### config.mk
export PLATFORM = sky130hd
export DESIGN_NAME = sio_cfg_port
export DESIGN_NICKNAME = d
export VERILOG_FILES = /design/src/rtl/sio_cfg_pkg.sv /design/src/rtl/sio_strap_rom.sv /design/src/rtl/sio_id_seq.sv /design/src/rtl/sio_cfg_regs.sv /design/src/rtl/sio_cfg_port.sv
export SDC_FILE = /design/constraint.sdc
export NUM_CORES = 1
export LEC_CHECK = 0
export BUFFER_PORTS_ARGS = -buffer_cell sky130_fd_sc_hd__buf_2
export CORE_ASPECT_RATIO = 1.4
export CORE_UTILIZATION = 54
export CTS_CLUSTER_DIAMETER = 80
export DETAILED_ROUTE_END_ITERATION = 6
export PLACE_DENSITY = 0.91
export SYNTH_ARGS = -nofsm -noshare
export SYNTH_HDL_FRONTEND = slang
export SYNTH_HIERARCHICAL = 1
export SYNTH_SLANG_ARGS = --single-unit
### constraint.sdc
create_clock -name clk -period 4.02 [get_ports clk]
set_clock_uncertainty 0.1 [all_clocks]
set_input_delay 0.804 -clock clk [delete_from_list [all_inputs] [get_ports clk]]
set_output_delay 0.804 -clock clk [all_outputs]
set_load 0.01 [all_outputs]
### src/rtl/sio_cfg_pkg.sv
package sio_cfg_pkg;
   localparam int unsigned BYTE_W  = 8;
   localparam int unsigned NUM_CFG = 3;
   localparam logic [7:0] ID_BYTE0 = 8'h88;
   localparam logic [7:0] ID_BYTE1 = 8'h00;
   localparam int unsigned LOCK_BIT = 6;

   typedef enum logic [1:0] {
      SEL_ENABLE = 2'd0,
      SEL_ADDR   = 2'd1,
      SEL_POWER  = 2'd2
   } cfg_sel_e;

   typedef enum logic [1:0] {
      ID_FIRST  = 2'd0,
      ID_SECOND = 2'd1,
      ID_DONE   = 2'd2
   } id_step_e;

   typedef struct packed {
      logic [7:0] enable;
      logic [7:0] addr;
      logic [7:0] power;
   } cfg_set_t;
endpackage

### src/rtl/sio_strap_rom.sv
module sio_strap_rom
   import sio_cfg_pkg::*;
#(
   parameter int unsigned STRAP_W = 5
) (
   input  logic [STRAP_W-1:0] strap,
   output cfg_set_t           init_set
);
   localparam int unsigned ENTRIES = 1 << STRAP_W;

   initial begin
      if (STRAP_W != 5) $error("sio_strap_rom: table built for 5 strap bits");
   end

   logic [4:0] sel;
   assign sel = strap[4:0];

   always_comb begin
      // enable table: runs of equal values
      if      (sel <= 5'd5)  init_set.enable = 8'h4F;
      else if (sel <= 5'd11) init_set.enable = 8'h4B;
      else if (sel <= 5'd15) init_set.enable = 8'h0F;
      else if (sel <= 5'd19) init_set.enable = 8'h49;
      else if (sel <= 5'd23) init_set.enable = 8'h07;
      else if (sel <= 5'd29) init_set.enable = 8'h47;
      else if (sel == 5'd30) init_set.enable = 8'h08;
      else                   init_set.enable = 8'h00;

      init_set.power = (sel == 5'd31) ? 8'h02 : 8'h00;

      case (sel)
         5'd0:  init_set.addr = 8'h10;  5'd1:  init_set.addr = 8'h11;
         5'd2:  init_set.addr = 8'h11;  5'd3:  init_set.addr = 8'h39;
         5'd4:  init_set.addr = 8'h24;  5'd5:  init_set.addr = 8'h38;
         5'd6:  init_set.addr = 8'h00;  5'd7:  init_set.addr = 8'h01;
         5'd8:  init_set.addr = 8'h01;  5'd9:  init_set.addr = 8'h09;
         5'd10: init_set.addr = 8'h08;  5'd11: init_set.addr = 8'h08;
         5'd12: init_set.addr = 8'h10;  5'd13: init_set.addr = 8'h11;
         5'd14: init_set.addr = 8'h39;  5'd15: init_set.addr = 8'h24;
         5'd16: init_set.addr = 8'h00;  5'd17: init_set.addr = 8'h01;
         5'd18: init_set.addr = 8'h01;  5'd19: init_set.addr = 8'h00;
         5'd20: init_set.addr = 8'h10;  5'd21: init_set.addr = 8'h11;
         5'd22: init_set.addr = 8'h39;  5'd23: init_set.addr = 8'h24;
         5'd24: init_set.addr = 8'h10;  5'd25: init_set.addr = 8'h11;
         5'd26: init_set.addr = 8'h11;  5'd27: init_set.addr = 8'h39;
         5'd28: init_set.addr = 8'h24;  5'd29: init_set.addr = 8'h38;
         default: init_set.addr = 8'h10;
      endcase
   end

   logic unused_entries;
   assign unused_entries = (ENTRIES == 0);
endmodule

### src/rtl/sio_id_seq.sv
module sio_id_seq
   import sio_cfg_pkg::*;
(
   input  logic       clk,
   input  logic       rst_n,
   input  logic       idx_wr,
   input  logic       idx_rd,
   input  logic [7:0] wdata,
   output logic [7:0] sel_idx,
   output logic [7:0] idx_rdata
);
   id_step_e step_q;

   always_ff @(posedge clk) begin
      if (!rst_n) begin
         step_q  <= ID_FIRST;
         sel_idx <= 8'h00;
      end else if (idx_wr) begin
         step_q  <= ID_DONE;
         sel_idx <= wdata;
      end else if (idx_rd) begin
         case (step_q)
            ID_FIRST:  step_q <= ID_SECOND;
            ID_SECOND: step_q <= ID_DONE;
            default:   step_q <= ID_DONE;
         endcase
      end
   end

   always_comb begin
      case (step_q)
         ID_FIRST:  idx_rdata = ID_BYTE0;
         ID_SECOND: idx_rdata = ID_BYTE1;
         default:   idx_rdata = sel_idx;
      endcase
   end

   AST_ID_ADVANCE: assert property (@(posedge clk) disable iff (!rst_n)
      (idx_rd && !idx_wr && idx_rdata == ID_BYTE0 && step_q == ID_FIRST) |=> (idx_rdata == ID_BYTE1 || step_q == ID_SECOND));
   AST_IDX_STORE: assert property (@(posedge clk) disable iff (!rst_n)
      idx_wr |=> (idx_rdata == $past(wdata)));
endmodule

### src/rtl/sio_cfg_regs.sv
module sio_cfg_regs
   import sio_cfg_pkg::*;
#(
   parameter int unsigned STRAP_W = 5
) (
   input  logic               clk,
   input  logic               rst_n,
   input  logic [STRAP_W-1:0] strap,
   input  logic               dat_wr,
   input  logic               dat_rd,
   input  logic [7:0]         sel_idx,
   input  logic [7:0]         wdata,
   output cfg_set_t           cfg_q,
   output logic [7:0]         dat_rdata,
   output logic               reconf
);
   cfg_set_t init_set;
   logic     sel_valid;
   logic     locked;
   logic     accept;

   sio_strap_rom #(.STRAP_W(STRAP_W)) u_rom (
      .strap    (strap),
      .init_set (init_set)
   );

   assign sel_valid = (sel_idx < 8'(NUM_CFG));
   assign locked    = cfg_q.power[LOCK_BIT];
   assign accept    = dat_wr && sel_valid && !locked;

   always_ff @(posedge clk) begin
      if (!rst_n) begin
         cfg_q  <= init_set;
         reconf <= 1'b0;
      end else begin
         reconf <= accept;
         if (accept) begin
            case (sel_idx[1:0])
               SEL_ENABLE: cfg_q.enable <= wdata;
               SEL_ADDR:   cfg_q.addr   <= wdata;
               default:    cfg_q.power  <= wdata;
            endcase
         end
      end
   end

   always_comb begin
      dat_rdata = 8'h00;
      if (sel_valid) begin
         case (sel_idx[1:0])
            SEL_ENABLE: dat_rdata = cfg_q.enable;
            SEL_ADDR:   dat_rdata = cfg_q.addr;
            default:    dat_rdata = cfg_q.power;
         endcase
      end
   end

   AST_LOCK_STICKY: assert property (@(posedge clk) disable iff (!rst_n)
      $past(locked) |-> locked);
   AST_LOCK_FREEZE: assert property (@(posedge clk) disable iff (!rst_n)
      $past(locked) |-> ($stable(cfg_q) && !reconf));
   AST_BAD_IDX_RD: assert property (@(posedge clk) disable iff (!rst_n)
      (dat_rd && !sel_valid) |-> (dat_rdata == 8'h00));
   AST_STROBE_SRC: assert property (@(posedge clk) disable iff (!rst_n)
      reconf |-> $past(dat_wr));
endmodule

### src/rtl/sio_cfg_port.sv
module sio_cfg_port
   import sio_cfg_pkg::*;
#(
   parameter int unsigned ADDR_W  = 16,
   parameter logic [15:0] BASE    = 16'h0398,
   parameter int unsigned STRAP_W = 5
) (
   input  logic               clk,
   input  logic               rst_n,
   input  logic [STRAP_W-1:0] strap_i,
   input  logic [ADDR_W-1:0]  io_addr,
   input  logic               io_wr,
   input  logic               io_rd,
   input  logic [7:0]         io_wdata,
   output logic [7:0]         io_rdata,
   output logic [7:0]         cfg_enable,
   output logic [7:0]         cfg_addr,
   output logic [7:0]         cfg_power,
   output logic               reconf_o
);
   localparam logic [ADDR_W-1:0] BASE_EVEN = ADDR_W'(BASE) & ~ADDR_W'(1);

   initial begin
      if (ADDR_W < 2 || ADDR_W > 16) $error("sio_cfg_port: ADDR_W out of range");
      if (BASE[0] != 1'b0) $error("sio_cfg_port: BASE must be even");
   end

   logic       hit, idx_wr, idx_rd, dat_wr, dat_rd;
   logic [7:0] sel_idx, idx_rdata, dat_rdata;
   cfg_set_t   cfg_q;

   assign hit    = (io_addr[ADDR_W-1:1] == BASE_EVEN[ADDR_W-1:1]);
   assign idx_wr = io_wr && hit && !io_addr[0];
   assign idx_rd = io_rd && hit && !io_addr[0];
   assign dat_wr = io_wr && hit &&  io_addr[0];
   assign dat_rd = io_rd && hit &&  io_addr[0];

   sio_id_seq u_idx (
      .clk       (clk),
      .rst_n     (rst_n),
      .idx_wr    (idx_wr),
      .idx_rd    (idx_rd),
      .wdata     (io_wdata),
      .sel_idx   (sel_idx),
      .idx_rdata (idx_rdata)
   );

   sio_cfg_regs #(.STRAP_W(STRAP_W)) u_regs (
      .clk       (clk),
      .rst_n     (rst_n),
      .strap     (strap_i),
      .dat_wr    (dat_wr),
      .dat_rd    (dat_rd),
      .sel_idx   (sel_idx),
      .wdata     (io_wdata),
      .cfg_q     (cfg_q),
      .dat_rdata (dat_rdata),
      .reconf    (reconf_o)
   );

   always_comb begin
      io_rdata = 8'h00;
      if (idx_rd)      io_rdata = idx_rdata;
      else if (dat_rd) io_rdata = dat_rdata;
   end

   assign cfg_enable = cfg_q.enable;
   assign cfg_addr   = cfg_q.addr;
   assign cfg_power  = cfg_q.power;

   AST_ONE_STROBE: assert property (@(posedge clk) disable iff (!rst_n)
      !(io_rd && io_wr));
   AST_MISS_QUIET: assert property (@(posedge clk) disable iff (!rst_n)
      !(io_rd && hit) |-> (io_rdata == 8'h00));
   AST_MISS_NOSTROBE: assert property (@(posedge clk) disable iff (!rst_n)
      (io_wr && !hit) |=> !reconf_o);
   AST_RD_MATCH: assert property (@(posedge clk) disable iff (!rst_n)
      (dat_rd && sel_idx == 8'd1) |-> (io_rdata == cfg_addr));
endmodule

==> impl_metrics.py, run 1 <==
metrics = {
    "die": {
        "core-area_sq_um": 4570,
        "rows": 29,
        "initial_core_util": 0.563,
        "io_pins": 66,
        "die_w_um": 60.4,
        "dieHeight_um": 83.7,
        "dieArea_sq_um": 5050,
    },
    "sta": {
        "max_clock_freq_mhz": 312,
        "post-route-period-util": 0.797,
        "setup-violations-final": 0,
        "tightest_slew_ns": 0.845,
        "rsz0062_at_grt": "no",
        "finalHoldViolations": 0,
        "worst_slack_ns": 0.817,
        "setup-tns-final_ns": 0,
        "relSlewSlack": 0.433,
        "whs_ns": 0.433,
        "fin_crit_ns": 3.20,
        "drv_slew": 0,
    },
    "job": {
        "maxCapViolCount": 0,
    },
    "clock_tree": {
        "htree_levels": 2,
        "postCtsSetupBuffers": 0,
        "insertion_delay_ns": 0.29,
        "ctsHoldBuffers": 0,
        "post_cts_resized": 0,
        "path_clk_slew_ns": 0.07,
        "clkSinkCount": 35,
        "clock_path_buffers": 2,
        "cts_tree": "built",
        "cts_root_buf": "clkbuf_8",
        "cts_made_buffers": 5,
    },
    "drt": {
        "ant_nets": 0,
        "drt_first_pass_iters": 4,
        "wirelength_um": 5700,
        "drt-vias-per-instance": 5.36,
        "dr_total_vias": 2101,
        "drcViolationCount": 0,
        "first_iter_violations": 83,
        "wire_per_inst_um": 14.5,
    },
    "power_and_ir_drop": {
        "power_density_nw_per_um2": 288,
        "leakagePower_nw": 1.22,
        "peakVddDrop_v": 0.000177,
    },
    "final_layout": {
        "fin_nets": 368,
        "drive_gt1_frac": 0.279,
        "stdcell_area_sq_um": 2940,
        "areaGrowthSynthToFinish_pct": 13.9,
        "fillCellCount": 389,
        "stdcell_count": 392,
        "n_antenna_cell": 0,
    },
    "critical_path": {
        "crit_end": "io_rdata[7]",
        "worstPathRequired_ns": 3.12,
        "worstSetupPathType": "reg -> out",
        "critical_path_arrival_ns": 2.30,
        "critPathLaunchType": "flip-flop",
        "worst-r2r-setup-slack_ns": 1.60,
        "endpoint_kind": "output port",
        "reg2reg_from": "u_idx/sel_idx[0]",
        "worst-path-max-fanout": 13,
        "setup.worst_path.start": "u_idx/sel_idx[0]",
        "reg2reg_depth": 2,
        "reg2reg_to": "u_regs/cfg_q[16]",
    },
    "place": {
        "portBuffers": 65,
        "dp_hpwl_um": 4370,
        "placed_cells": 384,
        "dp_slack_ns": 0.646,
        "dpl-instance-area_sq_um": 2850,
        "routabilityCongestion": 0.903,
    },
    "run_status": {
        "status": "complete, no violations",
    },
    "grt": {
        "antenna_found_initial": 0,
        "track_usage": 0.244,
        "grt_pass1_vias": 2011,
        "grt_pass1_wl_um": 8970,
        "grt_start_max_net_pins": 47,
        "gr-total-overflow": 0,
    },
    "synth": {
        "synth_area_sq_um": 2580,
        "yosysWarnings": 6,
        "synth_cells": 271,
        "syn_avg_cell_area_sq_um": 9.51,
    },
    "worst_hold_path": {
        "hold_class": "reg -> reg",
    },
}
==> worst min-delay path by stage <==
| stage | from | to | slack [ns] | cells past startpoint |
|---|---|---|---|---|
| floorplan | u_idx/step_q[1] | u_idx/step_q[1] | 0.38 | 2 |
| global placement | u_idx/sel_idx[6] | u_idx/sel_idx[6] | 0.41 | 2 |
| detailed placement | u_idx/sel_idx[6] | u_idx/sel_idx[6] | 0.43 | 2 |
| CTS | u_idx/sel_idx[6] | u_idx/sel_idx[6] | 0.44 | 2 |
| global route | u_idx/sel_idx[6] | u_idx/sel_idx[6] | 0.47 | 2 |
| finish | u_idx/sel_idx[6] | u_idx/sel_idx[6] | 0.43 | 2 |
==> layout by cell type, fill, tap and decap left out, types with 3 or more instances in the layout <==
master / instances
o21ai_0: 29
ha_1: 6
inv_1: 32
nand2_1: 16
nor2_1: 13
and2_1: 6
clkbuf_8: 6
mux2i_1: 28
a2111oi_2: 6
edfxtp_1: 24
nor3_1: 3
nor2b_1: 18
a21oi_1: 3
dfxtp_1: 11
buf_2: 65
conb_1: 13
==> final cells by class <==
| type | instances | area (sq um) | area share |
|---|---|---|---|
| clock buffers | 7 | 86.3 | 0.0294 |
| well taps | 62 | 77.6 | 0.0264 |
| repair buffers | 67 | 340 | 0.116 |
| inverters | 33 | 124 | 0.0422 |
| flip-flops and latches | 35 | 941 | 0.321 |
| clock inverters | 1 | 3.75 | 0.00128 |
| multi-input cells | 187 | 1360 | 0.464 |
==> state kept, by name, summed over array words and instances (netlist names) <==
| signal | flops |
|---|---|
| u_regs/cfg_q | 24 |
| u_regs/reconf | 1 |
| u_idx/step_q | 2 |
| u_idx/sel_idx | 8 |
==> worst max-delay path, cell delays in order (launching register included) <==
cell	delay [ns]
dfxtp_1	0.50
a211o_1	0.61
a2111oi_0	0.52
mux2i_1	0.14
nor2_1	0.10
buf_2	0.14
==> through the flow <==
stage          total power, mW  utilization
4_1_cts                  0.847        0.642
3_3_place_gp             0.589        0.622
2_1_floorplan            0.540            -
6_report                 0.845        0.642
3_5_place_dp             0.595        0.622
5_1_grt                  0.882        0.642
==> where the power goes <==
group | switching (mW) | total, mW | internal, mW
Sequential | 0.0141 | 0.428 | 0.414
Clock | 0.121 | 0.258 | 0.137
Combinational | 0.0904 | 0.160 | 0.0694
==> per-layer routing <==
layer | track usage | up-vias | routed length [um]
met2 | 0.449 | 68 | 3190
met1 | 0.246 | 984 | 2090
met3 | 0.0388 | 13 | 227
li1 | - | 1036 | -
met4 | 0.127 | 0 | 189
met5 | 0 | - | 0
Power figures use the tool's default switching activity.
==> run 2: changes to the inputs <==
- clock period: 4.02 -> 3.24 ns (I/O delays scaled with it)
==> impl_metrics.py, run 2 (synthesis gave the netlist of run 1 again) <==
metrics = {
    "final_layout": {
        "largest_reg_flops": 24,
        "fillCellCount": 386,
        "reg.largest.list": "u_regs/cfg_q x24, u_idx/sel_idx x8, u_idx/step_q x2",
        "largest_register": "u_regs/cfg_q",
        "stdcell_count": 393,
        "n_antenna_cell": 0,
        "drive_gt1_frac": 0.281,
        "final_common_cell": "buf_2",
        "areaGrowthSynthToFinish_pct": 13.9,
        "layout_common_cells": "buf_2 (65), inv_1 (32), o21ai_0 (29), mux2i_1 (28), edfxtp_1 (24)",
        "fin_nets": 369,
        "fin_util": 0.642,
    },
    "sta": {
        "max_clock_freq_mhz": 328,
        "fin_crit_ns": 3.05,
        "post-route-period-util": 0.942,
        "relSlewSlack": 0.545,
        "worst_slack_ns": 0.189,
        "setup-tns-final_ns": 0,
        "tightest_slew_ns": 0.683,
        "drv_slew": 0,
        "finalHoldViolations": 0,
        "rsz0062_at_grt": "no",
        "setup-violations-final": 0,
    },
    "die": {
        "die_w_um": 60.4,
        "dieHeight_um": 83.7,
        "core-area_sq_um": 4570,
        "io_pins": 66,
        "dieArea_sq_um": 5050,
        "rows": 29,
        "initial_core_util": 0.563,
    },
    "grt": {
        "antenna_found_initial": 0,
        "track_usage": 0.255,
        "grt_start_max_net_pins": 47,
        "gr-total-overflow": 0,
        "grt_pass1_vias": 2005,
        "grt_pass1_wl_um": 9340,
    },
    "place": {
        "dp_hpwl_um": 4490,
        "routabilityCongestion": 0.907,
        "portBuffers": 65,
        "placed_cells": 385,
        "dp_slack_ns": 0.434,
    },
    "critical_path": {
        "cp_slowest_cell": "a211o_1",
        "worstSetupPathType": "reg -> out",
        "worst-path-max-fanout": 13,
        "critPathTopFamily": "compound AO/OA/AOI/OAI gates",
        "worstPathRequired_ns": 2.49,
        "worst-path-buf-inv": 1,
        "critical-path-max-stage-delay_ns": 0.60,
        "endpoint_kind": "output port",
        "critical_path.cell_chain": "a211o_1 -> a2111oi_1 -> mux2i_1 -> nor2_1 -> buf_2",
        "critical_path_arrival_ns": 2.30,
        "critPathLaunchType": "flip-flop",
    },
    "clock_tree": {
        "clock_path_buffers": 2,
        "cts_tree": "built",
        "clkSinkCount": 35,
        "path_clk_slew_ns": 0.07,
        "htree_levels": 2,
        "insertion_delay_ns": 0.28,
        "postCtsSetupBuffers": 0,
        "cts_made_buffers": 5,
        "cts_root_buf": "clkbuf_8",
    },
    "drt": {
        "wirelength_um": 5810,
        "drt-vias-per-instance": 5.37,
        "ant_nets": 0,
        "wire_per_inst_um": 14.8,
        "first_iter_violations": 119,
        "drcViolationCount": 0,
        "dr_total_vias": 2112,
        "drt_first_pass_iters": 4,
    },
    "worst_hold_path": {
        "hold_class": "reg -> reg",
    },
    "job": {
        "maxCapViolCount": 0,
    },
    "power_and_ir_drop": {
        "leakagePower_nw": 1.22,
        "power_density_nw_per_um2": 349,
        "peakVddDrop_v": 0.000208,
    },
    "run_status": {
        "status": "complete, no violations",
    },
}
## run 2: final cells by class
cell class                 instances  area, sq um  share of cell area
clock buffer                       7         76.3              0.0260
clock inverter                     1         5.00             0.00171
inverter                          33          124              0.0422
multi-input combinational        187         1360               0.465
sequential                        35          941               0.321
tap                               62         77.6              0.0264
timing repair buffer              68          348               0.118
## run 2: tightest hold or removal path, delay by kind of cell (launching register included)
family | cells | cell delay, ns
simple gates | 1 | 0.05
flops | 1 | 0.33
mux | 1 | 0.12
## run 2: path summary, 6_finish.rpt
check,start,end,slack [ns],cells after the start
worst max register to register,u_idx/sel_idx[0],u_regs/cfg_q[3],0.91,2
worst max-delay path,u_idx/sel_idx[0],io_rdata[7],0.19,5
worst min-delay path,u_idx/sel_idx[3],u_idx/sel_idx[3],0.45,2
worst min register to register,u_idx/sel_idx[3],u_idx/sel_idx[3],0.45,2
## run 2: power breakdown
group	total, mW	internal [mW]	switching [mW]	leakage (nW)
combinational	0.202	0.0872	0.115	0.853
sequential	0.531	0.513	0.0179	0.323
clock	0.291	0.150	0.140	0.0422
total	1.02	0.751	0.273	1.22
## run 2: repair_timing
action                                  in CTS  in global routing
hold buffers                                 0                  0
resized for setup                            0                  1
endpoints found under the setup margin       0                  1
## run 2: routing by layer
layer,up-vias,global-route usage,part of all wire
met5,-,0,0
met4,0,0.142,0.040
met3,14,0.0419,0.043
met2,73,0.457,0.56
met1,986,0.265,0.36
li1,1039,-,-
## run 2: metrics by stage
| step | instance area [sq um] | hold WS (ns) | power, mW |
|---|---|---|---|
| 5_1_grt | 2940 | 0.476 | 1.07 |
| 6_report | 2940 | 0.448 | 1.02 |
| 2_1_floorplan | 2620 | 0.378 | 0.670 |
| 3_3_place_gp | 2850 | 0.420 | 0.733 |
| 4_1_cts | 2930 | 0.446 | 1.03 |
| 3_5_place_dp | 2850 | 0.434 | 0.740 |
==> run 3: changes to the inputs <==
- CORE_MARGIN: default -> 2
- PLACE_DENSITY: 0.91 -> 0.84
==> impl_metrics.py, run 3 (synthesis gave the netlist of run 1 again) <==
metrics = {
    "run_status": {
        "status": "complete, no violations",
    },
    "worst_hold_path": {
        "hold_class": "reg -> reg",
    },
    "critical_path": {
        "worstSetupPathType": "reg -> out",
        "critPathTopFamily": "compound AO/OA/AOI/OAI gates",
        "critical-path-max-stage-delay_ns": 0.55,
        "reg2reg_from": "u_idx/sel_idx[1]",
        "worst-path-buf-inv": 1,
        "worst-r2r-setup-slack_ns": 1.01,
        "critPathLaunchType": "flip-flop",
        "critical_path_arrival_ns": 2.18,
        "critical_path.cell_chain": "a211o_1 -> a2111oi_1 -> mux2i_1 -> nor2_1 -> buf_2",
        "setup.worst_path.start": "u_idx/sel_idx[1]",
        "cp_num_cells": 5,
        "cp_slowest_cell": "a211o_1",
        "worstPathRequired_ns": 2.49,
        "crit_end": "io_rdata[0]",
        "worst-path-max-fanout": 15,
        "reg2reg_depth": 2,
        "reg2reg_to": "u_regs/cfg_q[3]",
        "endpoint_kind": "output port",
    },
    "sta": {
        "relSlewSlack": 0.541,
        "max_clock_freq_mhz": 341,
        "post-route-period-util": 0.905,
        "whs_ns": 0.438,
        "drv_slew": 0,
        "worst_slack_ns": 0.308,
        "setup-violations-final": 0,
        "setup-tns-final_ns": 0,
        "fin_crit_ns": 2.93,
        "tightest_slew_ns": 0.687,
        "rsz0062_at_grt": "no",
        "finalHoldViolations": 0,
    },
    "power_and_ir_drop": {
        "peakVddDrop_v": 0.000211,
        "leakagePower_nw": 1.22,
        "power_density_nw_per_um2": 348,
    },
    "grt": {
        "grt_start_max_net_pins": 47,
        "gr-total-overflow": 0,
        "antenna_found_initial": 0,
        "grt_pass1_vias": 1970,
        "track_usage": 0.219,
        "grt_pass1_wl_um": 9110,
    },
    "die": {
        "rows": 29,
        "die_w_um": 62.4,
        "dieHeight_um": 85.7,
        "dieArea_sq_um": 5350,
        "core-area_sq_um": 4570,
        "initial_core_util": 0.563,
        "io_pins": 66,
    },
    "drt": {
        "dr_total_vias": 2108,
        "drt-vias-per-instance": 5.35,
        "ant_nets": 0,
        "wire_per_inst_um": 14.6,
        "first_iter_violations": 116,
        "drt_first_pass_iters": 4,
        "wirelength_um": 5760,
        "drcViolationCount": 0,
    },
    "final_layout": {
        "reg.largest.list": "u_regs/cfg_q x24, u_idx/sel_idx x8, u_idx/step_q x2",
        "drive_gt1_frac": 0.283,
        "fin_util": 0.644,
        "areaGrowthSynthToFinish_pct": 14.2,
        "largest_register": "u_regs/cfg_q",
        "stdcell_count": 394,
        "largest_reg_flops": 24,
        "n_antenna_cell": 0,
        "layout_common_cells": "buf_2 (65), inv_1 (32), o21ai_0 (29), mux2i_1 (28), edfxtp_1 (24)",
        "final_common_cell": "buf_2",
        "fin_nets": 370,
    },
    "place": {
        "routabilityCongestion": 0.832,
        "placed_cells": 386,
        "portBuffers": 65,
        "dp_slack_ns": 0.424,
        "dp_hpwl_um": 4450,
    },
    "clock_tree": {
        "path_clk_slew_ns": 0.07,
        "cts_tree": "built",
        "insertion_delay_ns": 0.28,
        "clkSinkCount": 35,
        "postCtsSetupBuffers": 0,
        "clock_path_buffers": 2,
        "cts_made_buffers": 5,
        "htree_levels": 2,
        "cts_root_buf": "clkbuf_8",
    },
    "job": {
        "maxCapViolCount": 0,
    },
}
run 3: cell types whose count changed in the layout (fill, tap and decap cells not counted), sizes merged:
cell / delta
buf: +1
run 3: worst min path at each step:
stage | from | endpoint | slack [ns] | depth (start not counted)
3_3_place_gp | u_idx/sel_idx[6] | u_idx/sel_idx[6] | 0.43 | 2
6_report | u_idx/sel_idx[5] | u_idx/sel_idx[5] | 0.44 | 2
3_5_place_dp | u_idx/sel_idx[5] | u_idx/sel_idx[5] | 0.43 | 2
2_1_floorplan | u_idx/step_q[1] | u_idx/step_q[1] | 0.38 | 2
5_1_grt | u_idx/sel_idx[3] | u_idx/sel_idx[3] | 0.49 | 2
4_1_cts | u_idx/sel_idx[5] | u_idx/sel_idx[5] | 0.44 | 2
run 3: report_power, final:
part           total [mW]  internal, mW  switching (mW)
combinational       0.199        0.0871           0.112
clock               0.295         0.151           0.144
sequential          0.532         0.513          0.0182
total                1.03         0.751           0.274
run 3: final cells by class:
cell class,instances,area (sq um)
fillers,408,1630
multi-input cells,187,1360
flip-flops and latches,35,941
repair buffers,69,355
inverters,33,124
well taps,62,77.6
clock buffers,7,76.3
clock inverters,1,5.00
run 3: stage by stage:
| stage | total power, mW | instance area (sq um) |
|---|---|---|
| after floorplan | 0.670 | 2620 |
| after global placement | 0.733 | 2860 |
| after detailed placement | 0.739 | 2860 |
| after CTS | 1.03 | 2940 |
| after global routing | 1.07 | 2940 |
| final | 1.03 | 2940 |
run 3: timing repair:
action | 4_1_cts | 5_1_grt
resized for setup | 0 | 1
hold buffers | 0 | 0
endpoints found under the setup margin | 0 | 1
run 3: routing by layer:
metal,vias to the layer above,share of wire,wire [um],GRT usage
met2,91,0.55,3170,0.425
met4,0,0.028,159,0.105
li1,1041,-,-,-
met5,-,0,0,0
met3,13,0.047,273,0.0276
met1,963,0.37,2160,0.233
run 3: worst reg2reg max path: cells and delay by family, from the launching register on:
kind            cells  cell delay [ns]
flops               1             0.45
compound gates      2             1.31
